$ cat config.mk
export PLATFORM = sky130hd
export DESIGN_NAME = gain_flag_gen
export DESIGN_NICKNAME = d
export VERILOG_FILES = /design/src/rtl/gain_flag_gen.sv
export SDC_FILE = /design/constraint.sdc
export NUM_CORES = 1
export LEC_CHECK = 0
export BUFFER_PORTS_ARGS = -buffer_cell sky130_fd_sc_hd__buf_2
export CAP_MARGIN = 20
export CORE_UTILIZATION = 45
export CTS_BUF_LIST = sky130_fd_sc_hd__clkbuf_8
export CTS_CLUSTER_DIAMETER = 60
export DETAILED_ROUTE_END_ITERATION = 7
export HOLD_SLACK_MARGIN = 0.1
export SETUP_SLACK_MARGIN = 0.05
export SLEW_MARGIN = 40
export SYNTH_ARGS = -nofsm -noshare
export SYNTH_HDL_FRONTEND = slang
export SYNTH_SLANG_ARGS = --single-unit
$ cat constraint.sdc
create_clock -name clk -period 4.6 [get_ports clk]
set_clock_uncertainty 0.2 [all_clocks]
set_input_delay 0.46 -clock clk [delete_from_list [all_inputs] [get_ports clk]]
set_output_delay 0.46 -clock clk [all_outputs]
set_load 0.1 [all_outputs]
$ cat src/rtl/gain_flag_gen.sv
module gain_flag_gen #(
  parameter int SMP_W   = 14,
  parameter int CRS_W   = 3,
  parameter int DWELL_W = 16
) (
  input  logic               clk,
  input  logic               rst_n,
  input  logic [SMP_W-1:0]   smp_in,
  input  logic               cfg_we,
  input  logic [2:0]         cfg_addr,
  input  logic [DWELL_W-1:0] cfg_wdata,
  output logic               dec_gain,
  output logic               inc_gain
);
  localparam int MAG_W = SMP_W - 1;
  localparam logic [SMP_W-1:0] MOST_NEG = {1'b1, {(SMP_W-1){1'b0}}};

  logic [2:0]         ctrl_q;
  logic [CRS_W-1:0]   crs_thr_q;
  logic [MAG_W-1:0]   fup_thr_q, flo_thr_q;
  logic [DWELL_W-1:0] dwell_q;

  wire dwell_wr = cfg_we && (cfg_addr == 3'd4);

  always_ff @(posedge clk) begin
    if (!rst_n) begin
      ctrl_q    <= '0;
      crs_thr_q <= '1;
      fup_thr_q <= '1;
      flo_thr_q <= '0;
      dwell_q   <= DWELL_W'(1);
    end else if (cfg_we) begin
      case (cfg_addr)
        3'd0: ctrl_q    <= cfg_wdata[2:0];
        3'd1: crs_thr_q <= cfg_wdata[CRS_W-1:0];
        3'd2: fup_thr_q <= cfg_wdata[MAG_W-1:0];
        3'd3: flo_thr_q <= cfg_wdata[MAG_W-1:0];
        3'd4: dwell_q   <= cfg_wdata;
        default: ;
      endcase
    end
  end

  // magnitude: absolute value, saturated to MAG_W bits
  wire [SMP_W-1:0] abs_v   = smp_in[SMP_W-1] ? (~smp_in + SMP_W'(1)) : smp_in;
  wire [MAG_W-1:0] mag_now = abs_v[SMP_W-1] ? {MAG_W{1'b1}} : abs_v[MAG_W-1:0];

  logic [MAG_W-1:0] mag_r, mag_d1, mag_d2;
  logic [2:0]       vld;
  logic             crs_hit_q, fup_hit_q, below_q;

  always_ff @(posedge clk) begin
    if (!rst_n) begin
      mag_r     <= '0;
      mag_d1    <= '0;
      mag_d2    <= '0;
      vld       <= '0;
      crs_hit_q <= 1'b0;
      fup_hit_q <= 1'b0;
      below_q   <= 1'b0;
    end else begin
      mag_r     <= mag_now;
      vld       <= {vld[1:0], 1'b1};
      crs_hit_q <= mag_r[MAG_W-1 -: CRS_W] > crs_thr_q;
      mag_d1    <= mag_r;
      mag_d2    <= mag_d1;
      fup_hit_q <= mag_d2 > fup_thr_q;
      below_q   <= vld[2] && (mag_d2 < flo_thr_q);
    end
  end

  // dwell timer
  logic [DWELL_W-1:0] dwell_cnt;
  wire  [DWELL_W-1:0] cnt_inc   = (dwell_cnt == '1) ? dwell_cnt : dwell_cnt + DWELL_W'(1);
  wire  [DWELL_W-1:0] dwell_eff = (dwell_q == '0) ? DWELL_W'(1) : dwell_q;

  always_ff @(posedge clk) begin
    if (!rst_n || dwell_wr || !below_q) dwell_cnt <= '0;
    else                                dwell_cnt <= cnt_inc;
  end

  wire dec_cond = ctrl_q[2] ? fup_hit_q : crs_hit_q;
  wire inc_cond = below_q && !dwell_wr && (cnt_inc >= dwell_eff);

  // flags with a two-cycle minimum width
  logic dec_q2, inc_q2;

  always_ff @(posedge clk) begin
    if (!rst_n) begin
      dec_gain <= 1'b0;
      inc_gain <= 1'b0;
      dec_q2   <= 1'b0;
      inc_q2   <= 1'b0;
    end else begin
      dec_gain <= ctrl_q[0] && (dec_cond || (dec_gain && !dec_q2));
      inc_gain <= ctrl_q[1] && (inc_cond || (inc_gain && !inc_q2));
      dec_q2   <= dec_gain;
      inc_q2   <= inc_gain;
    end
  end

  assert_sat_full_scale_R2: assert property (@(posedge clk) disable iff (!rst_n)
    (smp_in == MOST_NEG) |=> (mag_r == {MAG_W{1'b1}}));

  assert_coarse_path_R3: assert property (@(posedge clk) disable iff (!rst_n)
    (ctrl_q[0] && !ctrl_q[2] && crs_hit_q) |=> dec_gain);

  assert_inc_needs_below_R5: assert property (@(posedge clk) disable iff (!rst_n)
    $rose(inc_gain) |-> $past(below_q));

  assert_dec_min_width_R9: assert property (@(posedge clk) disable iff (!rst_n)
    $rose(dec_gain) |=> (dec_gain || !ctrl_q[0]));

  assert_inc_min_width_R9: assert property (@(posedge clk) disable iff (!rst_n)
    $rose(inc_gain) |=> (inc_gain || !ctrl_q[1]));

  assert_inc_disabled_R10: assert property (@(posedge clk) disable iff (!rst_n)
    $past(!ctrl_q[1]) |-> !inc_gain);
endmodule

# Word-level counts from Yosys, hierarchy flattened
# Index checks and enable logic that the tools add are counted.
totals:
  regBits: 113
  latch_bits: 0
  mem_bits_rw: 0
  mem_bits_ro: 0
  in_bits: 36
  output_inout_bits: 2
  elab_cells: 60
  mem_count: 0
classes:
  addsub: 2
  n_mul: 0
  div: 0
  n_lt_le_gt_ge: 4
  n_eq_ne: 5
  n_shift: 0
  n_mux: 6
  bitwise: 1
  reduce_logical: 24
ops:
  columns: ["op", "n"]
  rows:
  - ["16-bit two-way mux", 2]
  - ["16-bit by 1-bit adder with 16-bit output, second input constant", 1]
  - ["16-bit equality test, second input constant", 1]
  - ["16-bit >= comparator", 1]
  - ["16-bit zero test", 1]
  - ["14-bit by 1-bit adder with 14-bit output, second input constant", 1]
  - ["14-bit two-way mux", 1]
  - ["14-bit NOT", 1]
  - ["13-bit > comparator", 1]
  - ["13-bit less-than comparator", 1]
  - ["13-bit two-way mux", 1]
  - ["2-bit AND reduction", 5]
  - ["1-bit logical AND", 8]
  - ["3-bit by 2-bit equality test with 1-bit output, second input constant", 2]
  - ["1-bit zero test", 5]
  - ["1-bit logical OR", 4]
  - ["3-bit by 1-bit equality test with 1-bit output, second input constant", 1]
  - ["3-bit equality test, second input constant", 1]
  - ["3-bit > comparator", 1]
  - ["3-bit zero test", 1]
  - ["1-bit two-way mux", 2]

# Longest topological paths before layout
depth:
  depth_word: 7
  depth_mapped: 11
  mapped_depth_nobuf: 10

# Worst setup path before layout
# OpenSTA, ideal clock, no wires.
synth_path:
  kind: "flip-flop to flip-flop"
  from: "register dwell_cnt[0]"
  to: "register inc_gain"
  setup_ps: 74
  arrival_time_ps: 2647
  required_time_ps: 4326
  slack_ps: 1679
  stages_incl_launch_ff: 12
  path_buffers: 1
  period_less_slack_ps: 2921
  path_cell_list: "dfxtp_1 -> ha_1 -> inv_1 -> nor4_4 -> buf_6 -> nand4_1 -> a21oi_1 -> ha_1 -> nand4_1 -> or3_1 -> or4_1 -> a31oi_1"
synth_between:
  elab_chain_len: 6
  word_cells_on_any_way: 7
  classes_between: "add/sub: 1; order compare: 1; eq/ne: 1; mux: 1; reduce/logical: 3"
synth_lines:
  columns: ["element", "line_no", "rtl"]
  rows:
  - ["start, declared", "73", "logic [DWELL_W-1:0] dwell_cnt;"]
  - ["start signal, assigned", "79", "else dwell_cnt <= cnt_inc;"]
  - ["16-bit by 1-bit adder with 16-bit output or 16-bit equality test (tied branches)", "74", "wire [DWELL_W-1:0] cnt_inc = (dwell_cnt == '1) ? dwell_cnt : dwell_cnt + DWELL_W'(1);"]
  - ["16-bit two-way mux (*)", "74", null]
  - ["via cnt_inc[14]", "74", null]
  - ["16-bit >= comparator (*)", "83", "wire inc_cond = below_q && !dwell_wr && (cnt_inc >= dwell_eff);"]
  - ["1-bit logical AND (*)", "83", null]
  - ["1-bit logical OR (*)", "96", "inc_gain <= ctrl_q[1] && (inc_cond || (inc_gain && !inc_q2));"]
  - ["1-bit logical AND (*)", "96", null]
  - ["end signal, assigned", "96", null]
  - ["end, declared", "13", "output logic inc_gain"]
# Mark *: on every way through the listed nets, which the timed path passes. The rest lies on a longest branch.
# A chain may end at the register's enable or synchronous reset.

# Worst setup path after layout
# Same ends and word-level chain as after synthesis.

==> results by group <==
Setup path
  • Critical path's top delay family: simple AND/OR/NAND/NOR gates
  • Crit. End Element: flip-flop
  • CP bufs+invs: 1
  • Worst path slowest cell: nor4_4
  • Startpoint Class: flip-flop
  • Max FO, Critical Path: 13
  • CP peak stage delay: 0.64 ns
  • Critical path type: flip-flop to flip-flop
  • Most common cell on crit path: ha_1
  • Worst EP required: 4.75 ns
  • WP data arrival: 3.70 ns
  • Cells along the critical path: ha_1, inv_1, nor4_4, a211oi_1, xor2_1, ha_1, nand4_1, or3_1, or4_1, a31oi_1

Logic synthesis
  • Mapped Area: 5560 um^2
  • Area contributors post-synth: dfxtp_1, ha_1, nand2_1
  • Top-count cell post-synth: dfxtp_1
  • Top-area cell type share of the netlist area: 0.407
  • Mapped Cells: 629
  • Register area share after synthesis: 0.407
  • YS warnings: 0
  • Dominant cell type by area after synthesis: dfxtp_1
  • Distinct cells, synth: 58
  • FFs w/ async S/R, synth: 0
  • FF+latch count, synth: 113
  • Top_reg_cell synth: dfxtp_1
  • Synth cell count leaders: dfxtp_1, nand2_1, inv_1
  • Avg Inst Size Synth: 8.84 um^2
  • Number of synthesized flops with an enable pin: 0
  • Syn Nets: 711

Job
  • Max Cap Viol: 0

Routing
  • # DRC: 0
  • First-pass detailed-route iteration total: 4
  • Drt wl/cell: 14.3 um
  • Via density per instance: about 5.2
  • Post-Route WL: 11900 um
  • 1st-iter DRT viols: 234
  • Vias: 4371
  • Antenna-violating nets left: 0

STA
  • Final Hold Slack: 0.120 ns
  • Final min period: 3.55 ns
  • RSZ-0062 raised after global routing: no
  • Period utilization: 0.772
  • Worst rel slew slack: 0.560
  • Final setup vio count: 0
  • Final slew viol count: 0
  • Setup TNS Final: 0 ns
  • Worst Tran Pin Value: around 0.65 ns
  • F_max: roughly 280 MHz
  • Final hold vios: 0

Placement
  • Dpl cell area: 5850 um^2
  • Final GP Congestion: between 0.8 and 0.9
  • Port-buffer cells: 37
  • Final HPWL DP: 8590 um

Cells and area
  • Fin area: 6360 um^2
  • Share of layout cells above drive strength 1: 0.122
  • Final nets: 757
  • Antenna Diode Count: 0
  • Area Overhead vs Synth: 14.4%

Global route
  • Largest net degree at the start of global routing: 70
  • Vias in the first global route: 4120
  • First-pass GRT wire length: 19600 um
  • Gr usage total: 0.197
  • Initial antenna violation count: 0
  • Overflow left after global routing: 0

Floorplanning
  • Die X: between 100 and 150 um
  • Core area: approximately 12000 um^2
  • Die ar.: 12800 um^2
  • Initial Utilization: 0.463
  • Io pins: 38
  • Row cnt: 40
  • Die span in y: 113 um

Power and ir drop
  • Pwr/cell area: approximately 330 nW/um^2
  • Lkg Pwr: ~0.0027 uW
  • Maximum VDD drop: 0.000215 V

Worst hold path
  • Worst hold path class: primary input to flip-flop

Clocking
  • Depth of the CTS H-tree: 4
  • CTS buffer count: 17
  • CTS Root Buffer Type: clkbuf_8
  • CTS resizes: 0
  • Clk_lat worst skew: between 0.4 and 0.5 ns
  • Sink Count: 113
  • CTS tree: built
  • CTS Buffer Depth: 2
  • Clock transition at path regs: 0.07 ns

Status
  • Status: finished clean
==> cells in the final DEF (no fill, tap or decap), types with 3 or more instances in the layout <==
cell,synthesis,final
ha_1,46,46
nor2_1,10,10
clkinv_2,0,6
dfxtp_1,113,113
xnor2_1,5,5
a211oi_1,5,5
inv_1,53,53
clkinvlp_4,0,6
nand2_1,101,101
buf_2,6,36
nand2b_1,10,10
mux2i_1,13,13
nand4_1,10,10
and2_1,35,35
nand3_1,16,16
a21boi_0,38,38
o211ai_1,17,17
nor4_1,5,5
nor2b_1,7,7
o21ai_0,8,8
a31oi_1,6,6
and4_1,5,5
o21a_1,3,3
and3_1,4,4
dlygate4sd3_1,0,13
a21o_1,5,5
nor3_1,16,15
xor2_1,9,9
a21oi_1,26,26
buf_4,0,3
clkbuf_8,0,17
==> per-layer routing <==
metal,vias up,part of all wire,routed length (um),GRT usage
met5,-,0,0,0
met1,2007,0.45,5410,0.227
met4,0,0.021,253,0.0789
met3,17,0.034,407,0.0552
li1,2277,-,-,-
met2,70,0.49,5840,0.344
==> timing repair <==
item	in CTS	in global routing
setup buffers	0	0
hold endpoints to repair	15	4
hold buffers	11	2
==> path summary, 6_finish.rpt <==
kind / cells after the start / end / slack [ns] / start
worst max-delay path: 10 / inc_gain$_SDFF_PN0_ / 1.05 / dwell_cnt[0]$_SDFF_PP0_
worst min register to register: 1 / mag_d2[10]$_SDFF_PN0_ / 0.22 / mag_d1[10]$_SDFF_PN0_
worst min-delay path: 3 / flo_thr_q[10]$_SDFFE_PN0P_ / 0.12 / cfg_wdata[10]
worst max register to register: 10 / inc_gain$_SDFF_PN0_ / 1.05 / dwell_cnt[0]$_SDFF_PP0_
==> worst register-to-register path, stage by stage (launching register included) <==
cell and delay (ns):
dfxtp_1 0.39, ha_1 0.31, inv_1 0.13, nor4_4 0.64, a211oi_1 0.24, xor2_1 0.21, ha_1 0.33, nand4_1 0.11
or3_1 0.34, or4_1 0.40, a31oi_1 0.18
==> layout make-up <==
cell class,instances,area (um^2)
clock buffer,17,234
clock inverter,15,144
fill,1092,5650
inverter,53,199
multi-input combinational,438,3000
sequential,113,2260
tap,147,184
timing repair buffer,52,333
==> kinds of logic after synthesis <==
| logic type | count (synthesis) | share of synthesized area |
|---|---|---|
| AOI/OAI and AO/OA | 128 | 0.162 |
| xor gates and xnor gates | 14 | 0.0221 |
| adders and majority gates | 46 | 0.104 |
| buffers and inverters | 78 | 0.0554 |
| DFF | 113 | 0.407 |
| muxes | 14 | 0.0254 |
| and+or+nand+nor | 236 | 0.225 |
==> per-stage QoR <==
stage,utilization,std cells,setup slack [ns],total power [uW]
floorplan,-,629,1.68,1130
CTS,0.528,833,1.05,2090
global placement,0.486,790,1.16,1180
detailed placement,0.487,790,1.05,1190
global route,0.529,835,0.784,2160
finish,0.529,835,1.05,2070
==> where the power goes <==
part / switching, uW / total [uW] / internal, uW
Clock: 419 / 894 / 474
Sequential: 12.1 / 1020 / 1010
Combinational: 82.8 / 153 / 70.5
==> registers in the layout, summed over array words and instances, names as in the netlist <==
signal	cells
crs_hit_q	1
dec_q2	1
inc_q2	1
vld	3
crs_thr_q	3
fup_hit_q	1
mag_d1	13
ctrl_q	3
dwell_cnt	16
dwell_q	16
fup_thr_q	13
below_q	1
inc_gain	1
dec_gain	1
mag_r	13
mag_d2	13
flo_thr_q	13
Power figures use the tool's default switching activity.
